[src/rtl/cfg_seq_pkg.sv]
package cfg_seq_pkg;
  localparam int WORD_W = 32;
  localparam int LANES  = WORD_W / 8;

  typedef enum logic [1:0] {SZ_BYTE = 2'd0, SZ_HALF = 2'd1, SZ_WORD = 2'd2, SZ_WORD2 = 2'd3} acc_size_e;

  typedef enum logic [2:0] {
    ST_IDLE, ST_AWR, ST_AWAIT, ST_DRD, ST_RWAIT, ST_DWR, ST_WWAIT, ST_RESP
  } seq_state_e;

  // big-endian lane mapping: byte lane index inside the 32-bit word
  function automatic logic [1:0] byte_lane(input logic [1:0] ofs);
    return ofs ^ 2'b11;
  endfunction

  // halfword select: 1 means bits 31:16
  function automatic logic half_sel(input logic [1:0] ofs);
    logic [1:0] t;
    t = ofs ^ 2'b10;
    return t[1];
  endfunction

  function automatic logic [WORD_W-1:0] size_ones(input acc_size_e sz);
    case (sz)
      SZ_BYTE: return WORD_W'(8'hFF);
      SZ_HALF: return WORD_W'(16'hFFFF);
      default: return '1;
    endcase
  endfunction
endpackage

[src/rtl/cfg_addr_form.sv]
module cfg_addr_form #(
  parameter int BUS_W     = 8,
  parameter int DEVFN_W   = 8,
  parameter int OFS_W     = 8,
  parameter int MAX_BUS   = 7,
  parameter int MAX_DEVFN = 127
) (
  input  logic [BUS_W-1:0]   bus,
  input  logic [DEVFN_W-1:0] devfn,
  input  logic [OFS_W-3:0]   ofs_hi,
  output logic               out_of_range,
  output logic [31:0]        addr_word
);
  localparam logic [BUS_W-1:0]   BUS_LIM   = BUS_W'(MAX_BUS);
  localparam logic [DEVFN_W-1:0] DEVFN_LIM = DEVFN_W'(MAX_DEVFN);

  always_comb begin
    out_of_range = (bus > BUS_LIM) || (devfn > DEVFN_LIM);
    addr_word = '0;
    addr_word[16 +: BUS_W]   = bus;
    addr_word[8 +: DEVFN_W]  = devfn;
    addr_word[OFS_W-1:2]     = ofs_hi;
    addr_word[0]             = |bus;   // Type 1 for any bus beyond the primary
  end
endmodule

[src/rtl/cfg_lane_unit.sv]
module cfg_lane_unit
  import cfg_seq_pkg::*;
(
  input  logic [WORD_W-1:0] word,
  input  acc_size_e         size,
  input  logic [1:0]        ofs,
  input  logic [WORD_W-1:0] wdata,
  output logic [WORD_W-1:0] rd_val,
  output logic [WORD_W-1:0] merged
);
  always_comb begin
    case (size)
      SZ_BYTE: rd_val = WORD_W'(word[8*byte_lane(ofs) +: 8]);
      SZ_HALF: rd_val = half_sel(ofs) ? WORD_W'(word[31:16]) : WORD_W'(word[15:0]);
      default: rd_val = word;
    endcase
  end

  for (genvar g = 0; g < LANES; g++) begin : g_lane
    logic       hit;
    logic [7:0] src;
    always_comb begin
      case (size)
        SZ_BYTE: begin
          hit = (byte_lane(ofs) == 2'(g));
          src = wdata[7:0];
        end
        SZ_HALF: begin
          hit = (half_sel(ofs) == ((g / 2) != 0));
          src = wdata[(g % 2)*8 +: 8];
        end
        default: begin
          hit = 1'b1;
          src = wdata[g*8 +: 8];
        end
      endcase
    end
    assign merged[g*8 +: 8] = hit ? src : word[g*8 +: 8];
  end
endmodule

[src/rtl/cfg_access_seq.sv]
module cfg_access_seq
  import cfg_seq_pkg::*;
#(
  parameter int BUS_W        = 8,
  parameter int DEVFN_W      = 8,
  parameter int OFS_W        = 8,
  parameter int MAX_BUS      = 7,
  parameter int MAX_DEVFN    = 127,
  parameter int PORT_AW      = 16,
  parameter logic [PORT_AW-1:0] CSR_BASE = '0,
  parameter int ADDR_REG_OFS = 'h500,
  parameter int DATA_REG_OFS = 'h504
) (
  input  logic                clk,
  input  logic                rst_n,
  input  logic                req_valid,
  output logic                req_ready,
  input  logic                req_write,
  input  logic [1:0]          req_size,
  input  logic [BUS_W-1:0]    req_bus,
  input  logic [DEVFN_W-1:0]  req_devfn,
  input  logic [OFS_W-1:0]    req_offset,
  input  logic [WORD_W-1:0]   req_wdata,
  output logic                rsp_valid,
  output logic [WORD_W-1:0]   rsp_rdata,
  output logic                rsp_notfound,
  output logic                prt_req,
  output logic                prt_we,
  output logic [PORT_AW-1:0]  prt_addr,
  output logic [WORD_W-1:0]   prt_wdata,
  input  logic                prt_done,
  input  logic [WORD_W-1:0]   prt_rdata,
  input  logic                prt_timeout
);
  localparam logic [PORT_AW-1:0] ADDR_REG = CSR_BASE + PORT_AW'(ADDR_REG_OFS);
  localparam logic [PORT_AW-1:0] DATA_REG = CSR_BASE + PORT_AW'(DATA_REG_OFS);

  seq_state_e        state_q, state_d;
  logic              wr_q, oor_q;
  acc_size_e         size_q;
  logic [1:0]        ofs_q;
  logic [WORD_W-1:0] wdata_q, aword_q, rd_word_q;

  logic              oor_now;
  logic [31:0]       aword_now;
  logic [WORD_W-1:0] lane_rd, lane_merged;

  // named events for the assertions
  logic req_fire, addr_done, data_rd_done, data_wr_done, is_word;
  assign req_fire     = req_valid && req_ready;
  assign addr_done    = (state_q == ST_AWAIT) && prt_done;
  assign data_rd_done = (state_q == ST_RWAIT) && prt_done;
  assign data_wr_done = (state_q == ST_WWAIT) && prt_done;
  assign is_word      = (size_q == SZ_WORD) || (size_q == SZ_WORD2);

  cfg_addr_form #(
    .BUS_W(BUS_W), .DEVFN_W(DEVFN_W), .OFS_W(OFS_W),
    .MAX_BUS(MAX_BUS), .MAX_DEVFN(MAX_DEVFN)
  ) u_addr (
    .bus(req_bus), .devfn(req_devfn), .ofs_hi(req_offset[OFS_W-1:2]),
    .out_of_range(oor_now), .addr_word(aword_now)
  );

  cfg_lane_unit u_lane (
    .word(rd_word_q), .size(size_q), .ofs(ofs_q), .wdata(wdata_q),
    .rd_val(lane_rd), .merged(lane_merged)
  );

  always_comb begin
    state_d = state_q;
    case (state_q)
      ST_IDLE:   if (req_valid) state_d = oor_now ? ST_RESP : ST_AWR;
      ST_AWR:    state_d = ST_AWAIT;
      ST_AWAIT:  if (prt_done) state_d = (wr_q && is_word) ? ST_DWR : ST_DRD;
      ST_DRD:    state_d = ST_RWAIT;
      ST_RWAIT:  if (prt_done) state_d = wr_q ? ST_DWR : ST_RESP;
      ST_DWR:    state_d = ST_WWAIT;
      ST_WWAIT:  if (prt_done) state_d = ST_RESP;
      default:   state_d = ST_IDLE;
    endcase
  end

  always_ff @(posedge clk or negedge rst_n) begin
    if (!rst_n) begin
      state_q   <= ST_IDLE;
      wr_q      <= 1'b0;
      oor_q     <= 1'b0;
      size_q    <= SZ_WORD;
      ofs_q     <= '0;
      wdata_q   <= '0;
      aword_q   <= '0;
      rd_word_q <= '0;
    end else begin
      state_q <= state_d;
      if (req_fire) begin
        wr_q    <= req_write;
        oor_q   <= oor_now;
        size_q  <= acc_size_e'(req_size);
        ofs_q   <= req_offset[1:0];
        wdata_q <= req_wdata;
        aword_q <= aword_now;
      end
      if (data_rd_done) rd_word_q <= prt_timeout ? '1 : prt_rdata;
    end
  end

  always_comb begin
    prt_req   = 1'b0;
    prt_we    = 1'b0;
    prt_addr  = DATA_REG;
    prt_wdata = '0;
    case (state_q)
      ST_AWR: begin
        prt_req = 1'b1; prt_we = 1'b1; prt_addr = ADDR_REG; prt_wdata = aword_q;
      end
      ST_DRD: prt_req = 1'b1;
      ST_DWR: begin
        prt_req = 1'b1; prt_we = 1'b1; prt_wdata = is_word ? wdata_q : lane_merged;
      end
      default: ;
    endcase
  end

  assign req_ready    = (state_q == ST_IDLE);
  assign rsp_valid    = (state_q == ST_RESP);
  assign rsp_notfound = oor_q;
  assign rsp_rdata    = wr_q ? '0 : (oor_q ? size_ones(size_q) : lane_rd);

  // ---------------- assertions ----------------
  logic pend_q, word_wr_q;
  always_ff @(posedge clk or negedge rst_n) begin
    if (!rst_n) begin
      pend_q    <= 1'b0;
      word_wr_q <= 1'b0;
    end else begin
      if (prt_req) pend_q <= 1'b1;
      else if (prt_done) pend_q <= 1'b0;
      if (req_fire) word_wr_q <= req_write && req_size[1];
      else if (rsp_valid) word_wr_q <= 1'b0;
    end
  end

  a_r10_strobe_pulse: assert property (@(posedge clk) disable iff (!rst_n)
    prt_req |=> !prt_req) else $error("R10 prt_req longer than one cycle");

  a_r10_one_outstanding: assert property (@(posedge clk) disable iff (!rst_n)
    pend_q |-> !prt_req) else $error("R10 second port cycle before completion");

  a_r3_reject_no_cycle: assert property (@(posedge clk) disable iff (!rst_n)
    (req_fire && oor_now) |=> (rsp_valid && rsp_notfound && !prt_req))
    else $error("R3 rejected request touched the port");

  a_r2_addr_first: assert property (@(posedge clk) disable iff (!rst_n)
    (req_fire && !oor_now) |=> (prt_req && prt_we && prt_addr == ADDR_REG))
    else $error("R2 operation did not start with address write");

  a_r1_type_bit: assert property (@(posedge clk) disable iff (!rst_n)
    (prt_req && prt_addr == ADDR_REG) |-> (prt_wdata[0] == (prt_wdata[23:16] != 8'd0)))
    else $error("R1 Type 0/1 bit inconsistent with bus number");

  a_r9_timeout_ones: assert property (@(posedge clk) disable iff (!rst_n)
    (data_rd_done && prt_timeout) |=> (rd_word_q == '1))
    else $error("R9 timed-out read not forced to all ones");

  a_r8_word_write_no_read: assert property (@(posedge clk) disable iff (!rst_n)
    word_wr_q |-> !(prt_req && !prt_we))
    else $error("R8 word write issued a data read");
endmodule

[config.mk]
export PLATFORM = sky130hd
export DESIGN_NAME = cfg_access_seq
export DESIGN_NICKNAME = d
export VERILOG_FILES = /design/src/rtl/cfg_seq_pkg.sv /design/src/rtl/cfg_addr_form.sv /design/src/rtl/cfg_lane_unit.sv /design/src/rtl/cfg_access_seq.sv
export SDC_FILE = /design/constraint.sdc
export NUM_CORES = 1
export LEC_CHECK = 0
export BUFFER_PORTS_ARGS = -buffer_cell sky130_fd_sc_hd__buf_2
export CORE_MARGIN = 8
export CORE_UTILIZATION = 25
export CTS_CLUSTER_SIZE = 16
export DETAILED_ROUTE_END_ITERATION = 10
export PLACE_DENSITY = 0.57
export SLEW_MARGIN = 20
export SYNTH_ARGS = -nofsm -noshare
export SYNTH_HDL_FRONTEND = slang
export SYNTH_SLANG_ARGS = --single-unit
[constraint.sdc]
create_clock -name clk -period 2.29 [get_ports clk]
set_input_delay 0.3435 -clock clk [delete_from_list [all_inputs] [get_ports clk]]
set_output_delay 0.3435 -clock clk [all_outputs]
set_load 0.05 [all_outputs]
Word-level counts from Yosys, hierarchy flattened --
Cells that the tools add are included.
Storage, ports and cells: input bits 96, register bits after elaboration 96, logic and storage cells 73, output and inout port bits 85
Cells by class: bitwise logic cells 2, reduce and logical (&&, ||, !) cells 13, shift operators 1, equal/unequal tests 17, mux-type cells 30, $lt $le $gt $ge 2
Operators with widths (number):
- 32-bit case mux with 2 select lines | 3
- 32-bit two-way mux | 4
- 8-bit two-way mux | 6
- 32-bit by 6-bit variable part select with 8-bit output | 1
- 3-bit two-way mux | 7
- 3-bit case mux with 7 select lines | 1
- 16-bit two-way mux | 1
- 8-bit case mux with 2 select lines | 1
- 3-bit == test (second input constant) | 4
- 2-bit == test (second input constant) | 4
- 8-bit by 3-bit > comparator with 1-bit output (second input constant) | 1
- 8-bit by 7-bit > comparator with 1-bit output (second input constant) | 1
- 2-bit != test (second input constant) | 4
- 1-bit case mux with 2 select lines | 4
- 8-bit OR reduction | 1
- 3-bit by 2-bit == test with 1-bit output (second input constant) | 2
- 2-bit by 1-bit == test with 1-bit output (second input constant) | 2
- 2-bit logical NOT | 2
- 4-bit AND reduction | 1
- 2-bit OR reduction | 2
- 3-bit by 1-bit == test with 1-bit output (second input constant) | 1
- 1-bit logical AND | 3
- 3-bit logical NOT | 1
- 3-bit OR reduction | 1
- 5 further kinds | 7

Logic depth before layout (Yosys ltp) --
Gate-level depths: netlist of run 1.
word-level depth 6, mapped depth 7, gate-level depth less buffers 4

Hierarchy --
Synthesis of run 1 repeated with hierarchy kept, for this count alone.
Second synthesis, totals: cell total of the unflattened synthesis 643, area, all modules 7038.0 um^2
Modules (own cells, without submodules):
- cfg_access_seq | times used 1, cells an instance 458, area an instance 5519.0 um^2
- cfg_lane_unit | times used 1, cells an instance 147, area an instance 1253.7 um^2
- cfg_addr_form | times used 1, cells an instance 38, area an instance 265.3 um^2

Least setup slack after synthesis of run 1 --
OpenSTA, ideal clock, no wires.
path kind flip-flop to output port, start point reg state_q[0], end point out prt_wdata[11], path buffers 1, slack -916 ps, cell stages (with the launch flop) 5, arrival 2863 ps, data required time 1947 ps, cells stage by stage dfrtp_1 -> nor2b_1 -> nand2_1 -> buf_2 -> o31ai_1
On the way: word-level cells in the longest chain between the ends 2, elaborated cells between the ends (all ways) 3
RTL lines:
- from (decl) | RTL line cfg_access_seq.sv:38 | seq_state_e state_q, state_d;
- from (signal assigned) | RTL line cfg_access_seq.sv:94 | state_q <= state_d;
- 3-bit == test or 3-bit by 1-bit == test with 1-bit output (tied branches) | RTL line cfg_access_seq.sv:112 | case (state_q)
- 32-bit case mux with 2 select lines * | RTL line cfg_access_seq.sv:112
- to (decl) | RTL line cfg_access_seq.sv:30 | output logic [WORD_W-1:0] prt_wdata,
Mark *: on every way between the ends. The rest lies on a longest branch, timed or not.

Worst setup path after layout of run 1 --
start point reg ofs_q[0], end point out prt_wdata[11]
On the way: word-level cells in the longest chain between the ends 6
RTL lines:
- from (decl) | RTL line cfg_access_seq.sv:41 | logic [1:0] ofs_q;
- from (signal assigned) | RTL line cfg_access_seq.sv:99 | ofs_q <= req_offset[1:0];
- 2-bit inverter (no line)
- 2-bit by 1-bit == test with 1-bit output | RTL line cfg_lane_unit.sv:25 | hit = (byte_lane(ofs) == 2'(g));
- 1-bit case mux with 2 select lines | RTL line cfg_lane_unit.sv:23 | case (size)
- 8-bit two-way mux | RTL line cfg_lane_unit.sv:38 | assign merged[g*8 +: 8] = hit ? src : word[g*8 +: 8];
- 32-bit two-way mux | RTL line cfg_access_seq.sv:118 | prt_req = 1'b1; prt_we = 1'b1; prt_wdata = is_word ? wdata_q : lane_merged;
- 32-bit case mux with 2 select lines | RTL line cfg_access_seq.sv:112
Every way passes these cells.

==> results of run 1 <==
through the flow:
step	instances	hold WS, ns	worst slack, ns	TNS, ns
global route	1115	0.202	-0.159	-2.44
detailed placement	1077	0.369	0.186	0
CTS	1105	0.197	-0.0863	-0.725
global placement	1077	0.366	0.170	0
finish	1115	0.214	-0.100	-0.485
floorplan	617	0.0479	-0.230	-5.53
worst paths after layout:
kind | to | depth (start not counted) | start | slack, ns
max in group asynchronous | size_q[1] | 3 | rst_n | 1.00
max reg2reg | wdata_q[26] | 5 | state_q[1] | 0.40
max | prt_wdata[11] | 7 | ofs_q[0] | -0.10
min reg2reg | wdata_q[27] | 1 | wdata_q[27] | 0.51
min in group asynchronous | aword_q[16] | 2 | rst_n | 0.52
min | wdata_q[20] | 2 | req_wdata[20] | 0.21
worst max-delay path, cell delays in order (launching register included):
cell and delay [ns]:
dfrtp_2 0.47, buf_12 0.16, nor2b_1 0.10, buf_4 0.16, a22oi_1 0.08, a2bb2oi_1 0.16
o31ai_2 0.37, buf_12 0.20
state kept, by name, indices dropped and copies added (netlist names):
name	count
wr_q	1
rd_word_q	32
aword_q	23
rsp_notfound	1
ofs_q	2
state_q	3
wdata_q	32
size_q	2
kinds of logic after synthesis:
family / count (synthesis) / share of synthesized area (%)
compound gates: 149 / 16.2
buf+inv: 69 / 8.56
flops: 96 / 40.3
mux: 89 / 19.7
other cells: 2 / 0.126
simple gates: 199 / 15.1
metal layers:
metal,up-vias,GRT usage (%),routed length (um)
met3,46,4.40,1400
met1,2560,17.8,9370
met2,173,25.8,11100
met4,6,5.26,820
met5,-,0,37
li1,2486,-,-
placed cells by master (no fill, tap or decap), types with 6 or more instances in the layout:
cell type / instances
mux2_4: 62
o21ai_2: 7
nand2_1: 35
a21oi_2: 15
conb_1: 15
dfrtp_1: 91
or3_1: 7
buf_12: 17
buf_4: 45
a21oi_1: 43
a22oi_1: 6
mux2i_1: 17
o22ai_1: 8
buf_6: 40
nor2_1: 111
nand2b_1: 8
o21ai_1: 8
clkbuf_16: 11
buf_2: 117
or3_4: 10
final cells by class:
| cell class | count | share of cell area [%] |
|---|---|---|
| Clock buffer | 11 | 2.81 |
| Tap cell | 319 | 4.62 |
| Inverter | 3 | 0.188 |
| Antenna cell | 1 | 0.0290 |
| Clock inverter | 5 | 0.738 |
| Timing Repair Buffer | 227 | 21.4 |
| Multi-Input combinational cell | 453 | 42.4 |
| Sequential cell | 96 | 27.9 |
power by group through the flow:
stage	registers [mW]	logic [mW]	clock network, mW
floorplan	2.99	6.14	0
CTS	3.40	9.41	1.65
finish	3.48	10.2	1.58
global placement	3.37	8.29	0
global route	3.55	10.7	1.70
detailed placement	3.38	8.34	0
timing repair:
item / in CTS / in global routing
hold endpoints to repair: 35 / 0
gates resized for setup: 111 / 84
hold buffers: 1 / 0
setup endpoints to repair: 64 / 47
pin swaps: 14 / 28
setup buffers: 11 / 8
gates cloned: 1 / 2
==> summary.txt, run 1 <==
Finish
  • Final core occ: 36.8%
  • Area growth, synth to finish: 44.9%
  • Fillers: approximately 2.4k
  • Register area: around 2400 um2
  • Post-route cell area: roughly 8600 um2
  • Share of cells above drive strength 1: 51.3%
  • Multi-input gate area: about 3700 um2
  • Final-stage net count: 886

Global route
  • Tot GR Track Use: 15.1%
  • Pin count of the biggest net entering global routing: 53
  • Initial antenna violation count: 4
  • First-pass GRT wire length: 33.2 mm
  • Total congestion overflow: 0
  • Vias in the first global route: 5467

Timing
  • Max-slew violation count: 0
  • Final setup viols: 16
  • Final setup margin: -0.100 ns
  • Max frequency: ~420 MHz
  • Final worst-path cycle share: 104%
  • Worst relative slew slack: 56.8%
  • Clock skew: 0.00548 ns
  • Tmin final: 2.39 ns
  • Final hold vios: 0
  • Slew @ Worst Pin: 0.648 ns
  • Unrepaired setup endpoints after global routing: true

CTS
  • Root buf cell: clkbuf_16
  • CTS max path bufs: 2
  • Worst-Skew Late Latency: 0.35 ns
  • H-Tree Depth: 3
  • TritonCTS clock tree: built
  • CTS Buf Count: 9
  • CTS sink cnt: 96
  • Clock slew at reported path FFs: 0.07 ns

Place
  • Area after DPL: roughly 7400 um2
  • Port Buffers: around 170
  • DPL Wire Length: 16.9 mm
  • Final weighted congestion in routability-driven placement: between 0.8 and 0.9

Worst setup path
  • Critical Path RT: 1.95 ns
  • Critical path class: reg -> out
  • Crit start category: flip-flop
  • CP endpoint kind: output pin
  • CP max FO: 9
  • Worst EP arrival: about 2 ns

Die
  • Initial Util: about a quarter
  • Die H: about 170 um
  • CORE AREA: 23500 um2
  • Num rows: 56
  • Die width: 170 um
  • Die ar.: 29100 um2
  • Num ports: 181

Synthesis
  • Sequential area share after synthesis: 40.3%
  • Count leader, synth: nor2_1
  • Mapped Area: 5960 um2
  • Synth area leaders: dfrtp_1, mux2_4, nor2_1
  • Register bit total from synthesis: 96
  • Leading area contributor after synthesis: dfrtp_1
  • Most instantiated cells after synthesis: nor2_1, dfrtp_1, a21oi_1
  • Distinct cells, synth: 50
  • Post-synth EDFFs: 0
  • Synth warn: 0
  • Area share of the largest cell type after synthesis: 39.9%
  • Post-synth top flop: dfrtp_1
  • Fraction of registers with async set/reset: 100%
  • Post-Synthesis Cells: 604
  • Post-synthesis average cell area: 9.87 um2

Pwr
  • Peak VDD IR: 0.954 mV
  • Total Power: 15.3 mW
  • Cell area power density: 1760 nW/um2
  • Net Sw Frac: 49.0%
  • Flop pwr share: between 20 and 25%
  • Comb pwr share: 66.8%
  • P_leak: between 3 and 4 nW
  • NetSw: 7.47 mW
  • Clock network fraction of design power: 10.4%
  • P_int: between 7 and 8 mW

Route
  • Vias: 5271
  • DRT Wirelength: 22.7 mm
  • Routed Antenna Nets: 0
  • Via density: roughly 4.7
  • Drt drc: 0
  • Pre-antenna DRT Iters: 5
  • Iter 0 DRT Violations: ~340
  • Routed WL per cell: 20.3 um

Run status
  • Status: finished, violations left
  • Failing checks: negative setup slack

Hold path
  • HP Class: in -> reg

Job
  • Max Cap Viol: 0
(Power assumes the default switching activity.)
==> inputs of run 2 (changes only) <==
--- a/config.mk
+++ b/config.mk
@@ -6,6 +6,7 @@
 export NUM_CORES = 1
 export LEC_CHECK = 0
 export BUFFER_PORTS_ARGS = -buffer_cell sky130_fd_sc_hd__buf_2
+export CORE_ASPECT_RATIO = 2
 export CORE_MARGIN = 8
 export CORE_UTILIZATION = 25
 export CTS_CLUSTER_SIZE = 16
==> run 2 against run 1 <==
Compared with the run above: the run still ends with negative setup slack left; non-clock buffer count fell by 20; register-to-register slack got worse by 0.04 ns; sequential share of layout area grew 0.27 points.
==> summary.txt, run 2 (same netlist as run 1, synthesis figures left out) <==
Pwr
  • Flop pwr share: 23.0% (was 22.8%)
  • Net Sw Frac: 47.8% (was 49.0%)
  • P_leak: 3.68 nW (was 3.75 nW)
  • Comb pwr share: 65.6% (was 66.8%)
  • Peak VDD IR: 0.971 mV (was 0.954 mV)
  • Clock network fraction of design power: 11.4% (was 10.4%)
  • P_int: 7.97 mW (was 7.78 mW)
  • NetSw: 7.31 mW (was 7.47 mW)
  • Cell area power density: 1790 nW/um2 (was 1760 nW/um2)

Route
  • Iter 0 DRT Violations: 487 (was 339)
  • DRT Wirelength: 21.9 mm (was 22.7 mm)
  • Drt drc: 0 (unchanged)
  • Pre-antenna DRT Iters: 7 (was 5)
  • Routed WL per cell: 20.6 um (was 20.3 um)
  • Via density: 4.92 (was 4.73)
  • Routed Antenna Nets: 0 (unchanged)
  • Vias: 5231 (was 5271)

Worst setup path
  • Critical Path Max Stage Delay: 0.47 ns (about the same)
  • Worst Path Buf+Inv: 3 (unchanged)
  • Worst EP arrival: 2.00 ns (was 2.05 ns)
  • R2r startpoint: state_q[2] (was state_q[1])
  • Worst Reg-to-Reg Cells: 5 (unchanged)
  • Cell family with most CP delay: multiplexers (was compound AO/OA/AOI/OAI gates)
  • Slowest library cell on the worst path: dfrtp_2 (unchanged)
  • Setup crit end: prt_wdata[16] (was prt_wdata[11])
  • Critical path class: reg -> out (unchanged)
  • Top cell by count, worst path: buf_12 (unchanged)
  • Critical Path RT: 1.95 ns (about the same)
  • CP max FO: 8 (was 9)
  • FF-to-FF End: wdata_q[24] (was wdata_q[26])
  • CP startpoint: ofs_q[0] (unchanged)
  • Reg2Reg Setup Slack: 0.36 ns (was 0.40 ns)
  • Critical Path Stages: 7 (unchanged)
  • Crit start category: flip-flop (unchanged)
  • CP Cell Sequence: buf_12, o21bai_4, buf_12, mux2_2, mux2i_1, o21ai_2, buf_6 (was buf_12, nor2b_1, buf_4, a22oi_1, a2bb2oi_1, o31ai_2, buf_12)
  • CP endpoint kind: output pin (unchanged)

Die
  • Num rows: 80 (was 56)
  • Die H: 234 um (was 170 um)
  • Die ar.: 29400 um2 (was 29100 um2)
  • CORE AREA: 23600 um2 (was 23500 um2)
  • Num ports: 181 (unchanged)
  • Die width: 125 um (was 170 um)
  • Initial Util: 25.2% (was 25.4%)

CTS
  • CTS max path bufs: 2 (unchanged)
  • H-Tree Depth: 3 (unchanged)
  • TritonCTS clock tree: built (unchanged)
  • CTS Buf Count: 9 (unchanged)
  • CTS sink cnt: 96 (unchanged)
  • Clock slew at reported path FFs: 0.07 ns (about the same)
  • Worst-Skew Late Latency: 0.34 ns (was 0.35 ns)
  • Root buf cell: clkbuf_16 (unchanged)

Timing
  • Unrepaired setup endpoints after global routing: true (unchanged)
  • Max frequency: 426 MHz (was 418 MHz)
  • Tmin final: 2.35 ns (was 2.39 ns)
  • Final hold vios: 0 (unchanged)
  • Worst relative slew slack: 60.2% (was 56.8%)
  • Final worst-path cycle share: 102% (was 104%)
  • Slew @ Worst Pin: 0.596 ns (was 0.648 ns)
  • Final setup viols: 16 (unchanged)
  • Hold_ws: 0.227 ns (was 0.214 ns)
  • Max-slew violation count: 0 (unchanged)
  • Final setup margin: -0.0555 ns (was -0.100 ns)
  • Clock skew: 0.00500 ns (was 0.00548 ns)

Global route
  • Initial antenna violation count: 3 (was 4)
  • First-pass GRT wire length: 32.7 mm (was 33.2 mm)
  • Vias in the first global route: 5329 (was 5467)
  • Total congestion overflow: 0 (unchanged)
  • Tot GR Track Use: 14.4% (was 15.1%)
  • Pin count of the biggest net entering global routing: 65 (was 53)

Finish
  • Most common cell after layout, fill and taps aside: buf_2 (unchanged)
  • Final core occ: 36.2% (was 36.8%)
  • Post-route cell area: 8560 um2 (was 8640 um2)
  • Area growth, synth to finish: 43.5% (was 44.9%)
  • Final-stage net count: 867 (was 886)
  • Largest registers: rd_word_q: 32 flops, wdata_q: 32 flops, aword_q: 23 flops (unchanged)
  • Share of cells above drive strength 1: 50.8% (was 51.3%)
  • # diodes: 0 (was 1)
  • Fillers: 2386 (was 2373)
  • Non-filler cells in the finished layout: 1063 (was 1115)
  • Most frequent cells in the layout: buf_2, nor2_1, dfrtp_1, mux2_4, buf_6 (was buf_2, nor2_1, dfrtp_1, mux2_4, buf_4)

Place
  • Dpl cells: 1028 (was 1077)
  • DPL Wire Length: 16.2 mm (was 16.9 mm)
  • Area after DPL: 7250 um2 (was 7370 um2)
  • Port Buffers: 165 (unchanged)
  • Final weighted congestion in routability-driven placement: 0.895 (was 0.841)

Run status
  • Failing checks: negative setup slack (unchanged)
  • Status: finished, violations left (unchanged)

Hold path
  • HP Class: in -> reg (unchanged)
  • Worst hold path startpoint: req_offset[6] (was req_wdata[20])

Job
  • Max Cap Viol: 0 (unchanged)
-- run 2: how the worst min path moves through the flow --
stage                  endpoint  slack, ns  cells after the start
finish               aword_q[6]       0.23                      2
global route        aword_q[12]       0.22                      2
global placement     aword_q[9]       0.19                      1
floorplan            aword_q[0]       0.05                      0
CTS                 aword_q[12]       0.22                      2
detailed placement  aword_q[11]       0.19                      1
-- run 2: stage by stage --
stage / power (mW) / TNS [ns] / setup slack (ns)
6_report: 15.3 / -0.339 / -0.0555
5_1_grt: 16.0 / -2.41 / -0.121
4_1_cts: 14.0 / -0.369 / -0.0597
3_5_place_dp: 11.5 / 0 / 0.0965
3_3_place_gp: 11.4 / 0 / 0.153
2_1_floorplan: 9.13 / -5.53 / -0.230
-- run 2: per-layer routing --
| metal | up-vias | track usage [%] | wire (um) |
|---|---|---|---|
| li1 | 2445 | - | - |
| met2 | 233 | 22.9 | 10200 |
| met1 | 2517 | 19.1 | 9740 |
| met3 | 32 | 3.95 | 1580 |
| met4 | 4 | 3.14 | 298 |
| met5 | - | 0 | 25 |
-- run 2: timing repair --
action                                  in CTS  in global routing
cloned                                       1                  3
pin swaps                                    3                 29
hold buffers                                 1                  0
endpoints found under the setup margin      64                 47
setup buffers                                9                  7
resized for setup                           73                147
hold endpoints to repair                     9                  0
-- run 2: layout make-up --
cell class              instances  area (um2)  share of cell area, %
multi-input cells             453        3630                   42.4
flip-flops and latches         96        2410                   28.1
repair buffers                207        1810                   21.1
well taps                     287         359                   4.20
clock buffers                  13         250                   2.92
clock inverters                 3        90.1                   1.05
inverters                       3        15.0                  0.175
repair inverters                1        5.00                 0.0585
-- run 2: power groups by stage --
| stage | combinational (mW) | clock (mW) | sequential, mW |
|---|---|---|---|
| 3_5_place_dp | 8.04 | 0 | 3.43 |
| 4_1_cts | 8.86 | 1.78 | 3.41 |
| 3_3_place_gp | 8.00 | 0 | 3.42 |
| 6_report | 10.0 | 1.75 | 3.51 |
| 5_1_grt | 10.6 | 1.85 | 3.60 |
| 2_1_floorplan | 6.14 | 0 | 2.99 |
==> inputs of run 3 (changes only) <==
==> constraint.sdc (replaced) <==
create_clock -name clk -period 2.6 [get_ports clk]
set_input_delay 0.39 -clock clk [delete_from_list [all_inputs] [get_ports clk]]
set_output_delay 0.39 -clock clk [all_outputs]
set_load 0.05 [all_outputs]
==> run 3 against run 2 <==
Compared with the run above: power decreased by 26%; largest cell class unchanged; sequential power fell by 11%; critical endpoint is now rsp_rdata[7]; die area unchanged; the flow now finishes without violations; routed wire length decreased by 5.8%; first-iteration DRC count decreased by 32%.
==> summary.txt, run 3 (same netlist as run 1, synthesis figures left out) <==
Run status
  • Status: finished, final reports clean (was finished, violations left)

Worst setup path
  • Worst EP arrival: 2.15 ns (was 2.00 ns)
  • CP endpoint kind: output pin (unchanged)
  • Critical path class: reg -> out (unchanged)
  • CP startpoint: ofs_q[0] (unchanged)
  • FF-to-FF End: wdata_q[27] (was wdata_q[24])
  • Worst Reg-to-Reg Cells: 4 (was 5)
  • Setup crit end: rsp_rdata[7] (was prt_wdata[16])
  • Reg2Reg Setup Slack: 0.63 ns (was 0.36 ns)
  • Crit start category: flip-flop (unchanged)
  • Critical Path RT: 2.21 ns (was 1.95 ns)
  • R2r startpoint: state_q[2] (unchanged)
  • CP max FO: 21 (was 8)

Finish
  • Final-stage net count: 842 (was 867)
  • Area growth, synth to finish: 25.0% (was 43.5%)
  • # diodes: 0 (unchanged)
  • Fillers: 2497 (was 2386)
  • Non-filler cells in the finished layout: 1038 (was 1063)
  • Largest registers: rd_word_q: 32 flops, wdata_q: 32 flops, aword_q: 23 flops (unchanged)
  • Post-route cell area: 7450 um2 (was 8560 um2)
  • Most frequent cells in the layout: buf_2, nor2_1, dfrtp_1, a21oi_1, mux2_4 (was buf_2, nor2_1, dfrtp_1, mux2_4, buf_6)
  • Most common cell after layout, fill and taps aside: buf_2 (unchanged)
  • Share of cells above drive strength 1: 38.6% (was 50.8%)

CTS
  • H-Tree Depth: 3 (unchanged)
  • Worst-Skew Late Latency: 0.36 ns (was 0.34 ns)
  • CTS sink cnt: 96 (unchanged)
  • Root buf cell: clkbuf_16 (unchanged)
  • Clock slew at reported path FFs: 0.06 ns (was 0.07 ns)
  • CTS max path bufs: 2 (unchanged)
  • CTS Buf Count: 9 (unchanged)
  • TritonCTS clock tree: built (unchanged)
  • # hold bufs at CTS: 0 (was 1)

Pwr
  • Peak VDD IR: 0.889 mV (was 0.971 mV)
  • Cell area power density: 1520 nW/um2 (was 1790 nW/um2)
  • P_leak: 3.36 nW (was 3.68 nW)
  • Total Power: 11.3 mW (was 15.3 mW)

Global route
  • First-pass GRT wire length: 31.3 mm (was 32.7 mm)
  • Total congestion overflow: 0 (unchanged)
  • Initial antenna violation count: 3 (unchanged)
  • Vias in the first global route: 5149 (was 5329)
  • Tot GR Track Use: 13.9% (was 14.4%)
  • Pin count of the biggest net entering global routing: 40 (was 65)

Route
  • Routed WL per cell: 19.8 um (was 20.6 um)
  • DRT Wirelength: 20.6 mm (was 21.9 mm)
  • Drt drc: 0 (unchanged)
  • Routed Antenna Nets: 0 (unchanged)
  • Via density: 4.90 (was 4.92)
  • Vias: 5091 (was 5231)
  • Pre-antenna DRT Iters: 5 (was 7)
  • Iter 0 DRT Violations: 332 (was 487)

Die
  • Num rows: 80 (unchanged)
  • Initial Util: 25.2% (unchanged)
  • Die width: 125 um (unchanged)
  • Die H: 234 um (unchanged)
  • CORE AREA: 23600 um2 (unchanged)
  • Die ar.: 29400 um2 (unchanged)
  • Num ports: 181 (unchanged)

Timing
  • Tmin final: 2.54 ns
  • Worst relative slew slack: 58.1% (was 60.2%)
  • Clock skew: 0.0126 ns (was 0.00500 ns)
  • Final setup margin: 0.0649 ns (was -0.0555 ns)
  • Final hold vios: 0 (unchanged)
  • Max frequency: 394 MHz
  • Final setup viols: 0 (was 16)
  • Slew @ Worst Pin: 0.629 ns (was 0.596 ns)
  • Final worst-path cycle share: 97.5%
  • Total Neg Setup Slack: 0 ns (was -0.339 ns)
  • Max-slew violation count: 0 (unchanged)

Place
  • Final weighted congestion in routability-driven placement: 0.893 (was 0.895)
  • Area after DPL: 7100 um2 (was 7250 um2)
  • Dpl cells: 1021 (was 1028)
  • Port Buffers: 165 (unchanged)
  • DPL Wire Length: 15.9 mm (was 16.2 mm)
  • Worst slack, placed: 0.283 ns (was 0.0965 ns)

Job
  • Max Cap Viol: 0 (unchanged)

Hold path
  • HP Class: in -> async (was in -> reg)
[run 3: what timing repair did]
item | 4_1_cts | 5_1_grt
gates resized for setup | 5 | 14
buffers inserted | 0 | 1
setup endpoints to repair | 23 | 41
pin swaps | 0 | 1
[run 3: metal layers]
metal	track usage (%)	wire length (um)	vias to the layer above
met5	0	38	-
met4	5.21	459	6
met3	4.29	1780	29
met2	21.2	9310	253
met1	18.1	9020	2421
li1	-	-	2382
[run 3: worst min path at each step]
| stage | end | cells past startpoint | startpoint |
|---|---|---|---|
| 2_1_floorplan | aword_q[0] | 0 | rst_n |
| 5_1_grt | aword_q[14] | 1 | rst_n |
| 3_3_place_gp | aword_q[14] | 1 | rst_n |
| 4_1_cts | aword_q[14] | 1 | rst_n |
| 3_5_place_dp | aword_q[14] | 1 | rst_n |
| 6_report | aword_q[14] | 1 | rst_n |
[run 3: final cells by class]
cell class              count  area, um2  share of cell area [%]
multi-input cells         452       3150                    42.3
flip-flops and latches     96       2410                    32.3
repair buffers            184       1230                    16.5
well taps                 287        359                    4.82
clock buffers              11        233                    3.12
clock inverters             5       58.8                   0.789
inverters                   3       11.3                   0.151
[run 3: report_power, final]
| part | internal [mW] | switching, mW | leakage [nW] | total, mW |
|---|---|---|---|---|
| clock | 0.747 | 0.585 | 0.136 | 1.33 |
| combinational | 2.64 | 4.18 | 2.14 | 6.82 |
| sequential | 2.18 | 0.958 | 1.08 | 3.14 |
[run 3: through the flow]
step | hold WS, ns | utilization (%)
after floorplan | 0.0944 | -
after global placement | 0.393 | 30.0
after detailed placement | 0.398 | 30.0
after CTS | 0.0196 | 31.3
after global routing | 0.0349 | 31.6
final | 0.00693 | 31.6
[run 3: critical path, stage by stage, from the launching register on]
cell and delay, ns:
dfrtp_4 0.58, or3_1 0.46, nor2_1 0.24, a211oi_2 0.07, a21oi_1 0.18, clkbuf_4 0.26
